`src/rtl/iqcic_pkg.sv`:
```
package iqcic_pkg;

    // Sequencer states of the shared integrator-comb section
    typedef enum logic [1:0] {
        ST_IDLE = 2'd0,
        ST_CH_I = 2'd1,
        ST_CH_Q = 2'd2
    } seq_state_t;

endpackage

```
`src/rtl/iqcic_front.sv`:
```
// Polyphase front stage: FRONT lanes per channel, summed on the last phase.
module iqcic_front #(
    parameter int IN_W  = 19,
    parameter int ACC_W = 39,
    parameter int FRONT = 4
) (
    input  logic                    clk,
    input  logic                    rst,
    input  logic                    in_valid,
    input  logic signed [IN_W-1:0]  in_i,
    input  logic signed [IN_W-1:0]  in_q,
    output logic                    sum_valid,
    output logic signed [ACC_W-1:0] sum_i,
    output logic signed [ACC_W-1:0] sum_q
);
    localparam int PH_W  = (FRONT > 1) ? $clog2(FRONT) : 1;
    localparam int EXT_W = ACC_W - IN_W;
    localparam int LANES = FRONT - 1;

    logic [PH_W-1:0]         phase;
    logic                    last_ph;
    logic signed [ACC_W-1:0] ext_i, ext_q;
    logic signed [ACC_W-1:0] lane_i [LANES];
    logic signed [ACC_W-1:0] lane_q [LANES];
    logic signed [ACC_W-1:0] tot_i, tot_q;

    assign last_ph = (phase == PH_W'(FRONT - 1));
    assign ext_i   = {{EXT_W{in_i[IN_W-1]}}, in_i};
    assign ext_q   = {{EXT_W{in_q[IN_W-1]}}, in_q};

    always_ff @(posedge clk) begin
        if (rst)
            phase <= '0;
        else if (in_valid)
            phase <= last_ph ? '0 : phase + PH_W'(1);
    end

    // One subfilter lane per earlier phase, each updated once per group
    for (genvar g = 0; g < LANES; g++) begin : g_lane
        logic signed [ACC_W-1:0] held_i, held_q;
        always_ff @(posedge clk) begin
            if (rst) begin
                held_i <= '0;
                held_q <= '0;
            end else if (in_valid && phase == PH_W'(g)) begin
                held_i <= ext_i;
                held_q <= ext_q;
            end
        end
        assign lane_i[g] = held_i;
        assign lane_q[g] = held_q;
    end

    always_comb begin
        tot_i = ext_i;
        tot_q = ext_q;
        for (int k = 0; k < LANES; k++) begin
            tot_i = tot_i + lane_i[k];
            tot_q = tot_q + lane_q[k];
        end
    end

    always_ff @(posedge clk) begin
        if (rst) begin
            sum_valid <= 1'b0;
            sum_i     <= '0;
            sum_q     <= '0;
        end else begin
            sum_valid <= in_valid && last_ph;
            if (in_valid && last_ph) begin
                sum_i <= tot_i;
                sum_q <= tot_q;
            end
        end
    end
endmodule

```
`src/rtl/iqcic_integ.sv`:
```
// Integrator cascade with one register pair (I, Q) per stage.
module iqcic_integ #(
    parameter int ACC_W  = 39,
    parameter int STAGES = 4
) (
    input  logic                    clk,
    input  logic                    rst,
    input  logic                    en,
    input  logic                    sel_q,
    input  logic signed [ACC_W-1:0] x,
    output logic signed [ACC_W-1:0] y
);
    logic signed [ACC_W-1:0] chain [STAGES];

    for (genvar g = 0; g < STAGES; g++) begin : g_stage
        logic signed [ACC_W-1:0] acc_i, acc_q, feed;
        if (g == 0) begin : g_head
            assign feed = x;
        end else begin : g_body
            assign feed = chain[g-1];
        end
        assign chain[g] = (sel_q ? acc_q : acc_i) + feed;
        always_ff @(posedge clk) begin
            if (rst) begin
                acc_i <= '0;
                acc_q <= '0;
            end else if (en) begin
                if (sel_q)
                    acc_q <= chain[g];
                else
                    acc_i <= chain[g];
            end
        end
    end

    assign y = chain[STAGES-1];
endmodule

```
`src/rtl/iqcic_comb.sv`:
```
// Comb cascade (differential delay one) with per-channel delay registers.
module iqcic_comb #(
    parameter int ACC_W  = 39,
    parameter int OUT_W  = 19,
    parameter int STAGES = 4
) (
    input  logic                    clk,
    input  logic                    rst,
    input  logic                    en,
    input  logic                    sel_q,
    input  logic signed [ACC_W-1:0] x,
    output logic signed [OUT_W-1:0] y_top
);
    logic signed [ACC_W-1:0] chain [STAGES];

    for (genvar g = 0; g < STAGES; g++) begin : g_stage
        logic signed [ACC_W-1:0] dly_i, dly_q, feed;
        if (g == 0) begin : g_head
            assign feed = x;
        end else begin : g_body
            assign feed = chain[g-1];
        end
        assign chain[g] = feed - (sel_q ? dly_q : dly_i);
        always_ff @(posedge clk) begin
            if (rst) begin
                dly_i <= '0;
                dly_q <= '0;
            end else if (en) begin
                if (sel_q)
                    dly_q <= feed;
                else
                    dly_i <= feed;
            end
        end
    end

    assign y_top = chain[STAGES-1][ACC_W-1 -: OUT_W];
endmodule

```
`src/rtl/iq_cic_decim.sv`:
```
module iq_cic_decim #(
    parameter int IN_W   = 19,
    parameter int ACC_W  = 39,
    parameter int OUT_W  = 19,
    parameter int FRONT  = 4,
    parameter int REST   = 8,
    parameter int STAGES = 4
) (
    input  logic                   clk,
    input  logic                   rst,
    input  logic                   in_valid,
    input  logic signed [IN_W-1:0] in_i,
    input  logic signed [IN_W-1:0] in_q,
    output logic                   out_valid,
    output logic                   out_q_flag,
    output logic [OUT_W-1:0]       out_data
);
    import iqcic_pkg::*;

    localparam int DEC_W  = (REST > 1) ? $clog2(REST) : 1;
    localparam int FILL_W = $clog2(STAGES + 1);

    seq_state_t              state, nxt_state;
    logic                    sum_valid;
    logic signed [ACC_W-1:0] sum_i, sum_q;
    logic signed [ACC_W-1:0] sec_in, integ_y;
    logic signed [OUT_W-1:0] comb_top;
    logic [DEC_W-1:0]        dec_cnt;
    logic [FILL_W-1:0]       fill_cnt;
    logic                    busy, sel_q, dec_hit, comb_en, filled;

    iqcic_front #(.IN_W(IN_W), .ACC_W(ACC_W), .FRONT(FRONT)) u_front (
        .clk      (clk),
        .rst      (rst),
        .in_valid (in_valid),
        .in_i     (in_i),
        .in_q     (in_q),
        .sum_valid(sum_valid),
        .sum_i    (sum_i),
        .sum_q    (sum_q)
    );

    // Sequencer state register
    always_ff @(posedge clk) begin
        if (rst)
            state <= ST_IDLE;
        else
            state <= nxt_state;
    end

    always_comb begin
        nxt_state = state;
        unique case (state)
            ST_IDLE: if (sum_valid) nxt_state = ST_CH_I;
            ST_CH_I: nxt_state = ST_CH_Q;
            ST_CH_Q: nxt_state = sum_valid ? ST_CH_I : ST_IDLE;
            default: nxt_state = ST_IDLE;
        endcase
    end

    assign busy    = (state == ST_CH_I) || (state == ST_CH_Q);
    assign sel_q   = (state == ST_CH_Q);
    assign sec_in  = sel_q ? sum_q : sum_i;
    assign dec_hit = (dec_cnt == DEC_W'(REST - 1));
    assign comb_en = busy && dec_hit;
    assign filled  = (fill_cnt == FILL_W'(STAGES));

    iqcic_integ #(.ACC_W(ACC_W), .STAGES(STAGES)) u_integ (
        .clk  (clk),
        .rst  (rst),
        .en   (busy),
        .sel_q(sel_q),
        .x    (sec_in),
        .y    (integ_y)
    );

    iqcic_comb #(.ACC_W(ACC_W), .OUT_W(OUT_W), .STAGES(STAGES)) u_comb (
        .clk  (clk),
        .rst  (rst),
        .en   (comb_en),
        .sel_q(sel_q),
        .x    (integ_y),
        .y_top(comb_top)
    );

    // Decimation and fill counters advance once per I/Q pair
    always_ff @(posedge clk) begin
        if (rst) begin
            dec_cnt  <= '0;
            fill_cnt <= '0;
        end else if (state == ST_CH_Q) begin
            dec_cnt <= dec_hit ? '0 : dec_cnt + DEC_W'(1);
            if (dec_hit && !filled)
                fill_cnt <= fill_cnt + FILL_W'(1);
        end
    end

    // Output register
    always_ff @(posedge clk) begin
        if (rst) begin
            out_valid  <= 1'b0;
            out_q_flag <= 1'b0;
            out_data   <= '0;
        end else begin
            out_valid <= comb_en && filled;
            if (comb_en && filled) begin
                out_q_flag <= sel_q;
                out_data   <= comb_top;
            end
        end
    end
endmodule

```
`config.mk`:
```
export PLATFORM = sky130hd
export DESIGN_NAME = iq_cic_decim
export DESIGN_NICKNAME = d
export VERILOG_FILES = /design/src/rtl/iqcic_pkg.sv /design/src/rtl/iqcic_front.sv /design/src/rtl/iqcic_integ.sv /design/src/rtl/iqcic_comb.sv /design/src/rtl/iq_cic_decim.sv
export SDC_FILE = /design/constraint.sdc
export NUM_CORES = 2
export LEC_CHECK = 0
export BUFFER_PORTS_ARGS = -buffer_cell sky130_fd_sc_hd__buf_2
export CORE_MARGIN = 2
export CORE_UTILIZATION = 56
export CTS_CLUSTER_DIAMETER = 120
export DETAILED_ROUTE_END_ITERATION = 12
export GPL_TIMING_DRIVEN = 0
export PLACE_DENSITY_LB_ADDON = 0.15
export SLEW_MARGIN = 10
export SYNTH_ARGS = -nofsm -noshare
export SYNTH_HDL_FRONTEND = slang
export SYNTH_SLANG_ARGS = --single-unit
export TNS_END_PERCENT = 5
```
`constraint.sdc`:
```
create_clock -name clk -period 32.3 [get_ports clk]
set_clock_uncertainty 0.2 [all_clocks]
set_input_delay 6.46 -clock clk [delete_from_list [all_inputs] [get_ports clk]]
set_output_delay 6.46 -clock clk [all_outputs]
set_load 0.01 [all_outputs]
```
==> results.json <==
{
  "status": "completed",
  "relSlewSlack_pct": 8.58,
  "yosys.cell_types.count": 94,
  "setup_tns_ns": 0,
  "power_density_nw_per_um2": 80.9,
  "root_buffer": "clkbuf_16",
  "cts.sinks": 848,
  "setup_ws_ns": 9.75,
  "grt_pass1_wl_um": 233000,
  "cp.required_ns": 32.65,
  "numCtsBuffers": 94,
  "async_flop_share_pct": 0,
  "fp.dieH_um": 305,
  "h-tree-depth": 3,
  "drtPass1Iterations": 5,
  "path_clk_slew_ns": 0.06,
  "leakage_nw": 21.7,
  "syn_area_per_cell_um2": 8.47,
  "ys.flop_type": "dfxtp_1",
  "wl_per_cell_um": 20.3,
  "grt_usage_pct": 31.7,
  "cts_tree": "yes",
  "grt_max_degree": 15,
  "tightestPinTransition_ns": 1.37,
  "finalHoldViolations": 0,
  "reg2reg_slack_ns": 9.75,
  "yosys.area.top_type_share_pct": 33.5,
  "period_needed_ns": 22.55,
  "hold_end": "out_data[2]",
  "fin_nets": 6613,
  "dieWidth_um": 305,
  "ant_nets": 0,
  "fin_crit_sh_pct": 69.8,
  "ios": 62,
  "gr-total-overflow": 0,
  "drc_errors": 0,
  "placementRows": 110,
  "hold_path.class": "flop to flop",
  "pre_cts_ws_ns": 10.28,
  "layout-drive-gt1-share_pct": 7.55,
  "crit_buf_inv": 10,
  "hold_depth": 2,
  "hp-start": "out_data[2]",
  "n_fill_cell": 7960,
  "final-seq-area_um2": 17000,
  "finalSetupViolCount": 0,
  "cp-start-kind": "flop",
  "synth.area.top_cells": "dfxtp_1 34%, ha_1 9.7%, mux2i_1 8.6%",
  "start_util_pct": 56.4,
  "grt_pass1_vias": 41500,
  "post_cts_buffers": 0,
  "worstSetupPathType": "flop to flop",
  "max_freq_ghz": 0.0443,
  "path_common_cell": "ha_1",
  "syn_to_final_growth_pct": 10.2,
  "multiInputGateArea_um2": 31800,
  "slowest_stage": "clkbuf_1",
  "dpl_cell_area_um2": 52400,
  "drt_iter0_drc": 2793,
  "antennaDiodeCount": 0,
  "drt_wl_total_um": 150000,
  "io_buffers": 59,
  "maxSlewViolCount": 0,
  "antenna_found_initial": 1,
  "cts.path.max_buffers": 3,
  "yosysTopAreaCell": "dfxtp_1",
  "yosys_warnings": 0,
  "max_stage_delay_ns": 1.04,
  "gp_congestion": 0.941,
  "worstReg2RegEnd": "out_data[18]",
  "vias": 42800,
  "r2r-start": "state[0]",
  "core-area_um2": 89700,
  "cts_hold_buf": 0,
  "dieArea_um2": 92800,
  "ys_ff_latch": 848,
  "clock_latency_ns": 0.68,
  "rsz0062_at_grt": "no",
  "drv_cap": 0,
  "synth.most_common_cell": "nand2_1",
  "syn_area_um2": 50600,
  "post_cts_resized": 0,
  "critPathTopFamily": "compound AO/OA/AOI/OAI gates",
  "worstPathArrival_ns": 22.90,
  "critPathMaxFanout": 10,
  "synth_common_cells": "921 x nand2_1, 848 x dfxtp_1, 709 x a21oi_1, 597 x nor2_1, 433 x mux2i_1",
  "design_area_um2": 55700,
  "finalPower_mw": 4.51,
  "endpoint_kind": "flop",
  "r2r_cells": 73,
  "synthCells": 5974,
  "peakVddDrop_v": 0.000135,
  "dpl.hpwl_um": 115000,
  "synth_seq_area_share_pct": 33.5,
  "fin_util_pct": 62.1,
  "vias_per_cell": 5.79,
  "syn_nets": 6456,
  "synth-edff-count": 0
}
## routing by layer
layer  track usage, %  part of all wire, %
met5                0                    0
met4             17.4                  6.1
met3             4.17                  5.4
met2             54.2                   47
met1             38.7                   42
## per-stage QoR
step,hold WS (ns),instances
2_1_floorplan,0.228,5974
3_3_place_gp,0.235,7209
3_5_place_dp,0.242,7211
4_1_cts,0.249,7387
5_1_grt,0.258,7387
6_report,0.247,7387
## worst max path at each step
stage / start / end / slack [ns] / cells after the start
floorplan: state[0] / out_data[18] / 16.10 / 75
global placement: state[0] / out_data[18] / 10.05 / 71
detailed placement: state[0] / out_data[18] / 10.28 / 73
CTS: state[0] / out_data[18] / 10.16 / 71
global route: state[0] / out_data[18] / 8.97 / 72
finish: state[0] / out_data[18] / 9.75 / 73
## kinds of logic (layout without fill, tap and decap cells)
family,count (synthesis),after routing,share of synthesized area [%]
AO/OA/AOI/OAI,1386,1386,16.9
XOR/XNOR,351,351,6.27
adder cells (fa/ha/maj),448,448,11.8
buffers and inverters,494,731,3.67
flip-flops,848,848,33.5
multiplexers,632,632,13.0
AND/OR/NAND/NOR,1815,1815,14.8
## sequential cells by signal, indices dropped and copies added, names as in the netlist
name                   cells
dec_cnt                    3
fill_cnt                   3
out_data                  19
out_q_flag                 1
out_valid                  1
state                      2
u_comb.g_stage.dly_i     156
u_comb.g_stage.dly_q     156
u_front.g_lane.held_i     57
u_front.g_lane.held_q     57
u_front.phase              2
u_front.sum_i             39
u_front.sum_q             39
u_front.sum_valid          1
u_integ.g_stage.acc_i    156
u_integ.g_stage.acc_q    156
## placed cells by master (no fill, tap or decap), types with 89 or more instances in the layout
master       n
inv_1      199
clkbuf_1   261
nand2_1    921
ha_1       392
o21ai_0    121
a21oi_1    709
mux2_2     198
mux2i_1    433
a211oi_1   111
a21o_1     101
clkbuf_16   95
o21bai_1   105
dfxtp_1    848
xnor2_1    254
nor2_1     597
xor2_1      89
## area by class of cell
cell class / instances / share of cell area, %
multi-input cells: 4632 / 57.0
flip-flops and latches: 848 / 30.5
clock buffers: 132 / 4.84
clock inverters: 44 / 1.14
inverters: 201 / 1.35
repair buffers: 61 / 0.570
plain buffers: 293 / 1.98
well taps: 1176 / 2.64
## where the power goes
part           leakage (nW)  switching (mW)  internal (mW)
sequential             6.84         0.00628           1.06
combinational          13.3            1.36          0.925
clock                  1.64           0.462          0.703
## worst reg2reg max path, delay by kind of cell (launching register included)
kind                     cells  cell delay, ns
AND/OR/NAND/NOR             15            2.00
flip-flops                   1            0.34
adder cells (fa/ha/maj)     13            4.41
buffers and inverters       10            5.25
XOR/XNOR                     7            2.36
AO/OA/AOI/OAI               27            7.47
multiplexers                 1            0.41
No activity file was read; power rests on OpenSTA's default activity.
